==> src/rtl/divtimer_pkg.sv <==
package divtimer_pkg;
   localparam int RATE_W    = 2;
   localparam int NUM_RATES = 1 << RATE_W;

   // control register layout: enable above the rate code
   typedef struct packed {
      logic              run;
      logic [RATE_W-1:0] rate;
   } tctl_t;

   localparam int CTL_W = $bits(tctl_t);
endpackage

==> src/rtl/tmr_divider.sv <==
module tmr_divider #(
   parameter int DIV_W = 16
) (
   input  logic             clk,
   input  logic             rst_n,
   input  logic             clr_i,
   output logic [DIV_W-1:0] cnt_o
);
   logic [DIV_W-1:0] cnt_q;

   always_ff @(posedge clk) begin
      if (!rst_n)     cnt_q <= '0;
      else if (clr_i) cnt_q <= '0;
      else            cnt_q <= cnt_q + 1'b1;
   end

   assign cnt_o = cnt_q;
endmodule

==> src/rtl/tmr_edge_sel.sv <==
module tmr_edge_sel
   import divtimer_pkg::*;
#(
   parameter int DIV_W = 16,
   parameter int TAP0  = 9,
   parameter int TAP1  = 3,
   parameter int TAP2  = 5,
   parameter int TAP3  = 7
) (
   input  logic              clk,
   input  logic              rst_n,
   input  logic [DIV_W-1:0]  div_i,
   input  logic              en_i,
   input  logic [RATE_W-1:0] rate_i,
   output logic              tick_o
);
   localparam int IDX_W = (DIV_W > 1) ? $clog2(DIV_W) : 1;

   function automatic int tap_at(input int code);
      case (code)
         0:       return TAP0;
         1:       return TAP1;
         2:       return TAP2;
         default: return TAP3;
      endcase
   endfunction

   logic [IDX_W-1:0] tap_tbl [NUM_RATES];

   for (genvar g = 0; g < NUM_RATES; g++) begin : g_tap
      if (tap_at(g) < 0 || tap_at(g) >= DIV_W) begin : g_bad
         $error("tmr_edge_sel: tap %0d outside divider width", g);
      end
      assign tap_tbl[g] = IDX_W'(tap_at(g));
   end

   logic sel_now;
   logic sel_q;

   assign sel_now = en_i & div_i[tap_tbl[rate_i]];

   always_ff @(posedge clk) begin
      if (!rst_n) sel_q <= 1'b0;
      else        sel_q <= sel_now;
   end

   // high-to-low of the gated tap
   assign tick_o = sel_q & ~sel_now;
endmodule

==> src/rtl/tmr_counter.sv <==
module tmr_counter #(
   parameter int CNT_W = 8
) (
   input  logic             clk,
   input  logic             rst_n,
   input  logic             tick_i,
   input  logic             ld_i,
   input  logic [CNT_W-1:0] ld_data_i,
   input  logic [CNT_W-1:0] mod_i,
   output logic [CNT_W-1:0] cnt_o,
   output logic             irq_o
);
   logic [CNT_W-1:0] cnt_q;
   logic             irq_q;

   always_ff @(posedge clk) begin
      if (!rst_n) begin
         cnt_q <= '0;
         irq_q <= 1'b0;
      end else begin
         irq_q <= 1'b0;
         if (ld_i) begin
            cnt_q <= ld_data_i;
         end else if (tick_i) begin
            if (&cnt_q) begin
               cnt_q <= mod_i;
               irq_q <= 1'b1;
            end else begin
               cnt_q <= cnt_q + 1'b1;
            end
         end
      end
   end

   assign cnt_o = cnt_q;
   assign irq_o = irq_q;
endmodule

==> src/rtl/divtimer.sv <==
module divtimer
   import divtimer_pkg::*;
#(
   parameter int              ADDR_W  = 8,
   parameter int              DATA_W  = 8,
   parameter int              DIV_W   = 16,
   parameter logic [ADDR_W-1:0] OFF_DIV = 8'h04,
   parameter logic [ADDR_W-1:0] OFF_CNT = 8'h05,
   parameter logic [ADDR_W-1:0] OFF_MOD = 8'h06,
   parameter logic [ADDR_W-1:0] OFF_CTL = 8'h07,
   parameter int              TAP0    = 9,
   parameter int              TAP1    = 3,
   parameter int              TAP2    = 5,
   parameter int              TAP3    = 7
) (
   input  logic              clk,
   input  logic              rst_n,
   input  logic [ADDR_W-1:0] bus_addr,
   input  logic              bus_we,
   input  logic [DATA_W-1:0] bus_wdata,
   output logic [DATA_W-1:0] bus_rdata,
   output logic              irq
);
   localparam int PAD_W = DATA_W - CTL_W;

   if (DIV_W < DATA_W) begin : g_bad_div
      $error("divtimer: divider narrower than data bus");
   end
   if (DATA_W <= CTL_W) begin : g_bad_data
      $error("divtimer: data bus too narrow for control field");
   end

   logic             wr_div, wr_cnt, wr_mod, wr_ctl;
   logic [DIV_W-1:0] div_cnt;
   logic [DATA_W-1:0] tima_q;
   logic [DATA_W-1:0] tma_q;
   tctl_t            ctl_q;
   logic             tick;

   assign wr_div = bus_we && (bus_addr == OFF_DIV);
   assign wr_cnt = bus_we && (bus_addr == OFF_CNT);
   assign wr_mod = bus_we && (bus_addr == OFF_MOD);
   assign wr_ctl = bus_we && (bus_addr == OFF_CTL);

   tmr_divider #(.DIV_W(DIV_W)) u_div (
      .clk   (clk),
      .rst_n (rst_n),
      .clr_i (wr_div),
      .cnt_o (div_cnt)
   );

   tmr_edge_sel #(
      .DIV_W (DIV_W),
      .TAP0  (TAP0),
      .TAP1  (TAP1),
      .TAP2  (TAP2),
      .TAP3  (TAP3)
   ) u_edge (
      .clk    (clk),
      .rst_n  (rst_n),
      .div_i  (div_cnt),
      .en_i   (ctl_q.run),
      .rate_i (ctl_q.rate),
      .tick_o (tick)
   );

   tmr_counter #(.CNT_W(DATA_W)) u_cnt (
      .clk       (clk),
      .rst_n     (rst_n),
      .tick_i    (tick),
      .ld_i      (wr_cnt),
      .ld_data_i (bus_wdata),
      .mod_i     (tma_q),
      .cnt_o     (tima_q),
      .irq_o     (irq)
   );

   always_ff @(posedge clk) begin
      if (!rst_n) begin
         tma_q <= '0;
         ctl_q <= '0;
      end else begin
         if (wr_mod) tma_q <= bus_wdata;
         if (wr_ctl) ctl_q <= tctl_t'(bus_wdata[CTL_W-1:0]);
      end
   end

   always_comb begin
      if (bus_addr == OFF_DIV)      bus_rdata = div_cnt[DIV_W-1 -: DATA_W];
      else if (bus_addr == OFF_CNT) bus_rdata = tima_q;
      else if (bus_addr == OFF_MOD) bus_rdata = tma_q;
      else if (bus_addr == OFF_CTL) bus_rdata = {{PAD_W{1'b1}}, ctl_q};
      else                          bus_rdata = '1;
   end
endmodule

==> config.mk <==
export PLATFORM = sky130hd
export DESIGN_NAME = divtimer
export DESIGN_NICKNAME = d
export VERILOG_FILES = /design/src/rtl/divtimer_pkg.sv /design/src/rtl/tmr_divider.sv /design/src/rtl/tmr_edge_sel.sv /design/src/rtl/tmr_counter.sv /design/src/rtl/divtimer.sv
export SDC_FILE = /design/constraint.sdc
export NUM_CORES = 1
export LEC_CHECK = 0
export ABC_AREA = 1
export ABC_CLOCK_PERIOD_IN_PS = 1430
export BUFFER_PORTS_ARGS = -buffer_cell sky130_fd_sc_hd__clkbuf_2
export CAP_MARGIN = 20
export CORE_MARGIN = 2
export CORE_UTILIZATION = 45
export CTS_BUF_LIST = sky130_fd_sc_hd__clkbuf_4 sky130_fd_sc_hd__clkbuf_8
export CTS_CLUSTER_DIAMETER = 150
export DETAILED_ROUTE_END_ITERATION = 16
export PLACE_DENSITY = 0.67
export REMOVE_ABC_BUFFERS = 1
export SLEW_MARGIN = 20
export SYNTH_ARGS = -nofsm -noshare
export SYNTH_HDL_FRONTEND = slang
export SYNTH_SLANG_ARGS = --single-unit
==> constraint.sdc <==
create_clock -name clk -period 1.43 [get_ports clk]
set_input_delay 0.0715 -clock clk [delete_from_list [all_inputs] [get_ports clk]]
set_output_delay 0.0715 -clock clk [all_outputs]
set_load 0.1 [all_outputs]
==> results of run 1 <==
[layout by cell type (no fill, tap or decap), types with 2 or more instances in the layout]
cell                       count
sky130_fd_sc_hd__nand2_4       3
sky130_fd_sc_hd__o21ai_1       5
sky130_fd_sc_hd__nor3_1        3
sky130_fd_sc_hd__nor2_2        5
sky130_fd_sc_hd__nand3_4       2
sky130_fd_sc_hd__nor2_1       25
sky130_fd_sc_hd__nor2_4        3
sky130_fd_sc_hd__a211oi_2      2
sky130_fd_sc_hd__buf_12       10
sky130_fd_sc_hd__nor3_2        2
sky130_fd_sc_hd__xnor2_1       2
sky130_fd_sc_hd__nand2_2       7
sky130_fd_sc_hd__o21ai_2       5
sky130_fd_sc_hd__nand3_2       4
sky130_fd_sc_hd__inv_2         8
sky130_fd_sc_hd__dfxtp_1      26
sky130_fd_sc_hd__o21bai_1      2
sky130_fd_sc_hd__o21ai_0      14
sky130_fd_sc_hd__o221ai_1      2
sky130_fd_sc_hd__clkinv_2      2
sky130_fd_sc_hd__buf_6         4
sky130_fd_sc_hd__clkbuf_8      5
sky130_fd_sc_hd__nand2_1      75
sky130_fd_sc_hd__clkbuf_2     19
sky130_fd_sc_hd__o22ai_1       3
sky130_fd_sc_hd__buf_4        17
sky130_fd_sc_hd__a21oi_1      20
sky130_fd_sc_hd__dfxtp_2      10
sky130_fd_sc_hd__a21oi_2       5
sky130_fd_sc_hd__nand3_1      21
sky130_fd_sc_hd__inv_1        35
sky130_fd_sc_hd__nor4_1        2
sky130_fd_sc_hd__ha_4          2
[per-layer routing]
metal / vias to the layer above / wire, um / part of all wire (%) / track usage (%)
li1: 1126 / - / - / -
met5: - / 0 / 0 / 0
met1: 981 / 2530 / 47 / 28.0
met4: 0 / 116 / 2.2 / 7.68
met3: 13 / 253 / 4.7 / 4.39
met2: 65 / 2470 / 46 / 31.9
[flip-flops by register name (all words and copies together), names as in the netlist]
signal        flops
tma_q             8
u_cnt.cnt_o       8
u_div.cnt_o      16
u_edge.sel_q      1
u_cnt.irq_o       1
ctl_q             3
[where the power goes]
group / internal (W) / total (W) / switching [W] / leakage [nW]
Combinational: 0.0000631 / 0.000158 / 0.0000944 / 0.813
Clock: 0.000357 / 0.000726 / 0.000370 / 0.0484
Sequential: 0.00104 / 0.00104 / 0.00000771 / 0.304
[logic make-up (layout without fill, tap and decap cells)]
group                      count (synthesis)  count (layout)  share of synthesized area (%)
adders and majority gates                  2               2                           1.16
DFF                                       37              37                           34.3
AOI/OAI and AO/OA                         64              64                           18.1
xor gates and xnor gates                   2               2                          0.811
buffers and inverters                     52             103                           11.0
and+or+nand+nor                          159             159                           34.7
[cell type report]
class / count / area, sq um / share of cell area [%]
repair buffers: 50 / 468 / 16.4
flip-flops and latches: 37 / 757 / 26.5
inverters: 45 / 171 / 6.01
clock buffers: 6 / 76.3 / 2.67
multi-input cells: 227 / 1300 / 45.7
clock inverters: 2 / 10.0 / 0.351
well taps: 54 / 67.6 / 2.37
[tightest hold or removal path, stage by stage]
cell                       delay, ps
sky130_fd_sc_hd__clkbuf_2        100
sky130_fd_sc_hd__nand2_1          60
sky130_fd_sc_hd__a21oi_1          50
[metrics by stage]
stage	util, %	area (sq um)	hold WS (ps)	power, W	cells
floorplan	-	2090	169	0.00114	309
global placement	55.3	2580	337	0.00121	410
detailed placement	55.3	2580	334	0.00122	410
CTS	57.5	2680	34.4	0.00193	419
global route	61.2	2850	36.5	0.00200	421
finish	61.2	2850	37.7	0.00193	421
[how the worst max path moves through the flow]
stage	start	end	slack (ps)
after floorplan	bus_addr[7]	bus_rdata[2]	-1400
after global placement	u_div.cnt_o[0]	u_div.cnt_o[14]	50
after detailed placement	u_div.cnt_o[0]	u_div.cnt_o[14]	4
after CTS	u_cnt.cnt_o[2]	bus_rdata[2]	-20
after global routing	u_cnt.cnt_o[1]	u_cnt.cnt_o[1]	-40
final	ctl_q[2]	bus_rdata[2]	40
[cell usage after synthesis, types with 3 or more instances]
master,instances
sky130_fd_sc_hd__nand2_1,81
sky130_fd_sc_hd__inv_1,39
sky130_fd_sc_hd__dfxtp_1,37
sky130_fd_sc_hd__nand3_1,26
sky130_fd_sc_hd__nor2_1,26
sky130_fd_sc_hd__a21oi_1,22
sky130_fd_sc_hd__o21ai_0,18
sky130_fd_sc_hd__nor2_2,6
sky130_fd_sc_hd__buf_6,4
sky130_fd_sc_hd__inv_2,4
sky130_fd_sc_hd__o22ai_1,4
sky130_fd_sc_hd__a21oi_2,3
sky130_fd_sc_hd__nor3_1,3
sky130_fd_sc_hd__o21ai_1,3
sky130_fd_sc_hd__o21ai_2,3
[what timing repair did]
action / CTS / global route
cloned: 0 / 0
resized for setup: 6 / 47
buffers inserted: 1 / 3
hold buffers: 0 / 0
pin swaps: 1 / 13
setup endpoints to repair: 4 / 19
==> run summary, run 1 <==
The run finished with clean final reports. The insertion delay of the later-clocked pin in the worst-skew pair is 290 ps. The maximum fanout along the worst path came out at 2. The post-synthesis cell type count is 42.

The cell family contributing the most delay on the critical path is buffers and inverters. After detailed routing, the number of vias per cell comes to 5.19. The standby leakage power is about 1.2 nW.

In this run the register-to-register setup slack is 70 ps. The worst register-to-register path ends at u_cnt.cnt_o[1]. The clock root buffer master is sky130_fd_sc_hd__clkbuf_8. The clock sink count is 37. During synthesis, Yosys emitted a total of 0 warnings. The HPWL reported at the end of detailed placement came out at 3930 um. The overall die area came out at 0.00537 sq mm. Of all cell types, the one taking the most synthesized area is sky130_fd_sc_hd__dfxtp_1. The number of global-route vias before repair came to just under 2,000. The worst hold path cell count is 3. The sort of element at the start of the critical path is a flop. The number of fill cells came out at 417. The global-route wire length before repair is 8610 um. In the final layout, the share of cells above drive strength 1 is 34.1%. The async set-or-reset flop fraction in the synthesized netlist came out at 0%. The number of antenna-violating nets in the routed design came out at 0. In the global route stage, overall resource usage came out at 20.5%. The x dimension of the die came out at 73.3 um. The minimum period implied by the final worst setup slack is 1390 ps. At the end of routability-driven placement, the weighted congestion stood at 0.917.

Once routing completed, OpenROAD measured the worst setup slack at 38.9 ps. The routed wire length per instance is 12.7 um. Data on the critical path arrives at its endpoint at approximately 1300 ps. Setup repair after global routing could not meet its margin everywhere. The total inserted antenna cells came out at 0. The share of the clock period used by the worst path after layout came out at between 90% and 100%. The worst setup path is captured at an output pin. The largest net degree at the start of global routing came out at 17. Dividing the synthesized area by the synthesized cell count gives 6.84 sq um. The hold path startpoint is bus_wdata[6]. The starting density of the core came out at a little under half. After the last flow step, the layout net total stands at 387. The vertical extent of the die is ~73 um.

The total count of max-transition violations in the final report was 0. The count of input and output buffers came out at 27. The hold violation total from the final report was 0. The number of levels the H-tree was split into came out at 2. The count of flip-flops with a built-in enable after synthesis is 0. The worst reg2reg path startpoint is u_cnt.cnt_o[1]. Derived from the worst setup path, the maximum achievable clock frequency is 719 MHz. The final-report setup violation count came out at 0. For the final database, setup skew stands at 5.76 ps.

The number of DRC markers in iteration 0 came out at 163. For this run, the leading register cell type out of synthesis is sky130_fd_sc_hd__dfxtp_1. At the pin with the least slew margin, the transition time is 537 ps. The total number of cells along the worst setup path came out at 6.

Clock-pin slew was measured on the worst setup and hold paths at roughly 70 ps. The total via count in the routed design is approximately 2,200. Counting every instance in the synthesized netlist gives 316. The post-synthesis instance area came out at 0.00216 sq mm. The critical path is of the reg -> out type. The end of the worst hold path is tma_q[6]. The area fraction of the dominant cell type after synthesis is 34.3%. The top-level I/O count came out at 28. Max-cap violations in this run came to 0. The slowest stage cell on the critical path is sky130_fd_sc_hd__dfxtp_2. The layout overhead on the synthesized area came out at 32.1%. Buffers inserted during clock tree synthesis total 5. The first TritonRoute pass finished after 4 iterations.

In the routed design, unresolved DRC markers number 0. The path depth of the worst reg2reg path is 10. The flip-flop and latch count after synthesis is 37. Data on the critical path is required at its endpoint by 1360 ps. The setup TNS came out at 0 ps. For this run, the register share of the synthesized area comes to ~34%. The path class of the tightest hold or removal check is in -> reg. The delay contributed by the slowest stage of the critical path is roughly 340 ps. TritonCTS built the clock tree. Traced cell by cell, the critical path runs through inv_2 > nand3_2 > o21ai_2 > a211oi_2 > buf_4 > buf_12. The site row count came out at 25. Yosys attributes the largest share of cell area to sky130_fd_sc_hd__dfxtp_1 (34%), sky130_fd_sc_hd__nand2_1 (14%), sky130_fd_sc_hd__inv_1 (6.8%). Power spread over the standard cell area amounts to between 600 and 700 mW/mm^2. The floorplan core area came out at 0.00466 sq mm. The placement-stage worst setup slack is between 4 and 5 ps. For this run the aggregate overflow at the end of global routing stands at 0. The worst-case headroom to the max-slew limit is 64.4%.

Summed over all layers, the routed wires come to 5370 um. The worst-case IR drop observed on VDD is 0.000387 V. No sink is reached through more buffers than the 2 on the longest clock path. The count of buffering cells on the critical path with inverters included came out at 3. The initial antenna violation count came out at 0.
(Power assumes the default switching activity.)
==> run 2, diff against run 1 <==
- PLACE_DENSITY: 0.67 -> 0.63
==> run summary, run 2 (synthesis gave the netlist of run 1 again) <==
The run finished with clean final reports. The number of iterations in the first detailed-routing pass came out at 5 (+1). The total track usage came to 21.4% (+0.82 points). The path depth of the worst reg2reg path came out at 10 (unchanged). The post-route total power is 0.00202 W (+4.9%).

The startpoint identified for the worst hold timing path is bus_wdata[7]. The site row count came out at 25 (unchanged). The HPWL reported at the end of detailed placement is 4000 um (+1.6%).

The measured slew at the worst slew-check pin was 538 ps (+1.01 ps). The floorplan core area came out at 0.00466 sq mm (unchanged). The worst-case headroom to the max-slew limit is 64.3% (-0.067 points).

In the layout the commonest cells are sky130_fd_sc_hd__nand2_1 (76), sky130_fd_sc_hd__inv_1 (34), sky130_fd_sc_hd__nor2_1 (24), sky130_fd_sc_hd__dfxtp_1 (24), sky130_fd_sc_hd__nand3_1 (23). The standby leakage power was 1.17 nW (+0.66%). The minimum period implied by the final worst setup slack came out at 1380 ps (-10.4 ps).

The summed area of non-filler cells in the final layout is 0.00289 sq mm (+1.4%). The arrival time at the worst endpoint came out at 1310 ps (about the same). The clock root buffer master is sky130_fd_sc_hd__clkbuf_8.

The tightest min-delay check is of the in -> reg type. The DRC violation count after routing is 0 (unchanged). The fraction of final layout cells with drive strength greater than 1 is 35.0% (+0.98 points). The final-report setup violation count was 0 (unchanged). The number of global-route vias before repair was 2,010 (+1.1%). The CTS tree is built. The leading cell type in the layout, fill and taps excluded is sky130_fd_sc_hd__nand2_1. The total wirelength of the detailed-routed design is 5560 um (+3.6%).

The vertical extent of the die came out at 73.3 um (unchanged). The share of the clock period used by the worst path after layout came out at 96.6% (-0.73 points). The clock skew after layout was 7.50 ps (+1.74 ps). The count of placed standard cells including taps is 411 (+0.24%). The total count of max-transition violations in the final report came out at 0 (unchanged).

The CTS clock-pin slew for the worst setup and hold paths was 70 ps (about the same). The total inserted antenna cells came to 0 (unchanged). The required time of the critical path was 1360 ps (about the same). The maximum fanout along the worst path came out at 4 (+2). The top-level I/O count came to 28 (unchanged). The power density normalized to cell area came to 699 mW/mm^2 (+3.4%). The maximum clock path buffer count is 2 (unchanged).

The placement-stage cell area is 0.00258 sq mm (+0.29%). The number of DRC markers in iteration 0 was 167 (+2.5%). The achievable clock frequency came out at 724 MHz (+0.75%).

The final weighted congestion in routability-driven placement is 0.870 (-5.1%). The x dimension of the die came to 73.3 um (unchanged). The number of buffers inserted during clock tree synthesis was 5 (unchanged). The worst reg2reg path startpoint is u_cnt.cnt_o[1].

The overall die area is 0.00537 sq mm (unchanged). The worst hold path terminates at tma_q[7]. The final-stage net count came to 391 (+1.0%). The number of levels the H-tree was split into is 2 (unchanged). The global-route wire length before repair was 8930 um (+3.7%). The reported max-cap violation count came out at 0 (unchanged). The clock sink count is 37 (unchanged).

The minimum setup slack among reg-to-reg paths is 100 ps (+30 ps). Setup repair after global routing could not meet its margin everywhere. The number of antenna-violating nets in the routed design came to 0 (unchanged). The count of input and output buffers came to 27 (unchanged). The starting density of the core is 46.4% (unchanged). STA classifies the critical path endpoint as an output pin. The worst hold path cell count is 3 (unchanged). The number of standard cells in the final layout excluding fillers is 425 (+0.95%). The hold buffer count at CTS came out at 0 (unchanged).

The hold violation total from the final report came out at 0 (unchanged). The number of fill cells was 439 (+5.3%). The initial antenna violation count was 0 (unchanged). The largest net degree at the start of global routing is 17 (unchanged). The sort of element at the start of the critical path is a flop. The insertion delay of the later-clocked pin in the worst-skew pair was 290 ps (about the same).

The routed wire length per instance came out at 13.1 um (+2.6%). The maximum vdd ir drop was 0.000370 V (-4.4%). The average via count per standard cell came out at 5.32 (+2.4%). The worst setup path is of the reg -> out kind.

The total congestion overflow after global routing came out at 0 (unchanged). From synthesis to final layout, the design area changed by 33.9%. The reg-to-reg critical path endpoint is u_cnt.cnt_o[1]. The flip-flop count of the largest register, all copies and words added came out at 16 (unchanged). The post-route core utilization came to 62.1% (+0.86 points). The total via count in the routed design was 2,259 (+3.4%).
==> run 2: cell count changes in the layout (fill, tap and decap cells not counted), moves of 2 or more <==
| cell | change |
|---|---|
| sky130_fd_sc_hd__buf_4 | +4 |
| sky130_fd_sc_hd__clkbuf_8 | +2 |
| sky130_fd_sc_hd__nand3_2 | -2 |
| sky130_fd_sc_hd__dfxtp_1 | -2 |
| sky130_fd_sc_hd__nand3_1 | +2 |
==> run 2: final cells by class <==
class / count / area [sq um] / area share, %
inverters: 45 / 169 / 5.84
clock inverters: 1 / 5.00 / 0.173
repair buffers: 53 / 478 / 16.5
clock buffers: 7 / 96.3 / 3.33
multi-input cells: 228 / 1320 / 45.5
well taps: 54 / 67.6 / 2.33
flip-flops and latches: 37 / 762 / 26.3
==> run 2: what timing repair did <==
action / 4_1_cts / 5_1_grt
cloned: 0 / 1
pin swaps: 3 / 10
gates resized for setup: 9 / 46
endpoints found under the hold margin: 0 / 0
setup buffers: 0 / 6
endpoints found under the setup margin: 3 / 19
==> run 2: routing by layer <==
| metal | part of all wire (%) | vias up | global-route usage [%] | wire length, um |
|---|---|---|---|---|
| li1 | - | 1140 | - | - |
| met1 | 49 | 1036 | 29.3 | 2740 |
| met2 | 44 | 79 | 32.9 | 2460 |
| met5 | 0 | - | 0 | 0 |
| met4 | 0.94 | 0 | 9.09 | 52 |
| met3 | 5.6 | 4 | 3.84 | 310 |
==> run 2: worst max path at each step <==
stage,startpoint,to,slack (ps),cells after the start
floorplan,bus_addr[7],bus_rdata[2],-1400,5
global placement,ctl_q[0],u_cnt.cnt_o[6],60,9
detailed placement,u_div.cnt_o[0],u_div.cnt_o[14],30,9
CTS,ctl_q[1],bus_rdata[1],7,6
global route,u_div.cnt_o[12],bus_rdata[4],-50,3
finish,u_cnt.cnt_o[1],bus_rdata[1],50,5
==> run 2: worst max-delay path, cell delays in order (launching register included) <==
cell                       delay [ps]
sky130_fd_sc_hd__dfxtp_4          370
sky130_fd_sc_hd__buf_6            110
sky130_fd_sc_hd__nor2_2            40
sky130_fd_sc_hd__a211oi_2         190
sky130_fd_sc_hd__buf_4            150
sky130_fd_sc_hd__buf_12           160
==> run 2: power by group <==
part / internal, W / switching, W / leakage [nW]
logic: 0.0000639 / 0.0000994 / 0.813
clock network: 0.000436 / 0.000380 / 0.0542
registers: 0.00104 / 0.00000728 / 0.305
total: 0.00154 / 0.000487 / 1.17
==> run 2: per-stage QoR <==
stage	setup slack (ps)	setup TNS, ps	hold slack [ps]
after floorplan	-1400	-8100	169
after global placement	60.8	0	333
after detailed placement	32.1	0	340
after CTS	7.06	0	26.9
after global routing	-53.8	-148	40.9
final	49.3	0	35.9
==> run 3, diff against run 2 <==
- HOLD_SLACK_MARGIN: unset -> 0.03
- SETUP_SLACK_MARGIN: unset -> 0.15
==> run summary, run 3 (synthesis gave the netlist of run 1 again) <==
The run finished with clean final reports. The initial antenna violation count is 0 (unchanged). The leading cell type in the layout, fill and taps excluded is sky130_fd_sc_hd__nand2_1. The number of antenna-violating nets in the routed design is 0 (unchanged).

The minimum period implied by the final worst setup slack is 1400 ps (+15.9 ps). The insertion delay of the later-clocked pin in the worst-skew pair is 300 ps (about the same). Setup repair after global routing could not meet its margin everywhere. The reported max-cap violation count is 0 (unchanged). The routed wire length per instance came out at 13.6 um (+4.3%). In this design, the largest share of critical-path delay is due to buffers and inverters.

The final weighted congestion in routability-driven placement is 0.870 (unchanged). The total inserted antenna cells is 0 (unchanged). The total count of max-transition violations in the final report is 0 (unchanged). The clock sink count came out at 37 (unchanged). The number of levels the H-tree was split into came to 2 (unchanged). The vertical extent of the die came out at 73.3 um (unchanged). The total area of multi-input combinational cells is 0.00150 sq mm (+14%). The number of global-route vias before repair is 2,103 (+4.6%). The CTS tree is built. The power density normalized to cell area is 625 mW/mm^2 (-11%).

The HPWL reported at the end of detailed placement came out at 4000 um (unchanged). The count of buffering cells on the critical path with inverters included is 3 (unchanged). The number of fill cells came to 373 (-15%). The total wirelength of the detailed-routed design is 6020 um (+8.2%). The maximum fanout along the worst path came out at 4 (unchanged). The total track usage is 22.0% (+0.69 points). The x dimension of the die was 73.3 um (unchanged).

The type of destination of the critical path is an output pin. The arrival time at the worst endpoint is 1330 ps (+20 ps). The worst min-delay path class is in -> reg. The overall die area is 0.00537 sq mm (unchanged).

The final-report setup violation count came out at 0 (unchanged). The maximum vdd ir drop is 0.000388 V (+4.8%). The count of input and output buffers is 27 (unchanged).

The global-route wire length before repair came out at 9240 um (+3.5%). The average via count per standard cell came out at 5.36 (+0.89%). The delay contributed by the slowest stage of the critical path is 370 ps (about the same). The required time of the critical path came out at 1360 ps (about the same). The measured slew at the worst slew-check pin was 538 ps (-0.0180 ps). The clock skew after layout came to 8.64 ps (+1.14 ps). The achievable clock frequency is 716 MHz (-1.1%). The DRC violation count after routing came out at 0 (unchanged).

The layout overhead on the synthesized area is 52.2%. The standby leakage power came to 1.37 nW (+17%). The site row count came out at 25 (unchanged). The number of buffers inserted during clock tree synthesis was 5 (unchanged). The setup TNS came out at 0 ps (unchanged). The floorplan core area came to 0.00466 sq mm (unchanged). The count of placed standard cells including taps is 411 (unchanged). The clock root buffer master is sky130_fd_sc_hd__clkbuf_8. The slowest stage of the critical path belongs to the cell sky130_fd_sc_hd__dfxtp_4.

The total congestion overflow after global routing is 0 (unchanged). The flip-flop count of the largest register, all copies and words added was 16 (unchanged). The storage element area came out at 774 sq um (+1.6%). The worst-case headroom to the max-slew limit came to 64.3% (about the same).

The CTS clock-pin slew for the worst setup and hold paths is 80 ps (about the same). The share of the clock period used by the worst path after layout came to 97.7% (+1.1 points). The maximum clock path buffer count is 2 (unchanged).

The top-level I/O count came to 28 (unchanged). The number of DRC markers in iteration 0 is 125 (-25%). The hold violation total from the final report was 0 (unchanged). The starting density of the core is 46.4% (unchanged). The number of iterations in the first detailed-routing pass is 4 (-1). The startpoint-to-endpoint class of the critical path is reg -> out. The number of standard cells in the final layout excluding fillers was 441 (+3.8%). The total via count in the routed design is 2,365 (+4.7%).

The library cells used most frequently in the layout, excluding fill and tap cells, are sky130_fd_sc_hd__nand2_1 (72), sky130_fd_sc_hd__inv_1 (32), sky130_fd_sc_hd__buf_4 (27). The worst setup path is launched from a flop. The final-stage net count is 407 (+4.1%). The fraction of final layout cells with drive strength greater than 1 is 46.3% (+11 points). Walking the worst path, the cells encountered are buf_6 > nor2_1 > a211oi_2 > buf_4 > buf_12. The largest net degree at the start of global routing came out at 17 (unchanged).
==> run 3: routing by layer <==
layer / vias up / GRT usage [%] / part of all wire [%] / wire length [um]
li1: 1174 / - / - / -
met1: 1095 / 29.2 / 44 / 2660
met2: 80 / 34.8 / 48 / 2880
met3: 16 / 3.84 / 5.4 / 325
met4: 0 / 10.3 / 2.6 / 155
met5: - / 0 / 0 / 0
==> run 3: area by class of cell <==
cell class,instances,share of cell area (%)
multi-input cells,227,45.6
flip-flops and latches,37,23.6
repair buffers,70,20.3
inverters,45,5.37
clock buffers,7,2.93
well taps,54,2.05
clock inverters,1,0.152
==> run 3: metrics by stage <==
step	cell area, sq um	power, W	hold slack, ps	setup WS [ps]	util (%)
2_1_floorplan	2090	0.00114	169	-1400	-
3_3_place_gp	2580	0.00121	333	60.8	55.5
3_5_place_dp	2580	0.00122	340	32.1	55.5
4_1_cts	2900	0.00206	62.7	19.4	62.3
5_1_grt	3290	0.00214	88.7	-61.6	70.6
6_report	3290	0.00205	66.4	33.4	70.6
==> run 3: final timing paths <==
kind	depth (start not counted)	endpoint	start	slack, ps
worst max register to register	11	u_cnt.cnt_o[7]	u_cnt.cnt_o[1]	50
worst min register to register	2	ctl_q[2]	ctl_q[2]	450
worst min-delay path	3	tma_q[1]	bus_wdata[1]	70
worst max-delay path	5	bus_rdata[1]	u_cnt.cnt_o[1]	30
==> run 3: worst reg2reg max path, delay by kind of cell, from the launching register on <==
family	cells	cell delay, ps
AND/OR/NAND/NOR	8	590
flip-flops	1	370
buffers and inverters	2	180
adder cells (fa/ha/maj)	1	150
==> run 3: repair_timing <==
action                                 4_1_cts  5_1_grt
pin swaps                                   11       34
resized for setup                           38       87
setup endpoints to repair                   20       24
gates cloned                                 0        0
hold buffers                                 2        0
buffers inserted                             8       12
endpoints found under the hold margin        2        0
==> run 3: report_power, final <==
part / switching [W] / internal [W] / leakage, nW
Clock: 0.000396 / 0.000436 / 0.0542
Sequential: 0.0000117 / 0.00103 / 0.310
Combinational: 0.000102 / 0.0000745 / 1.00
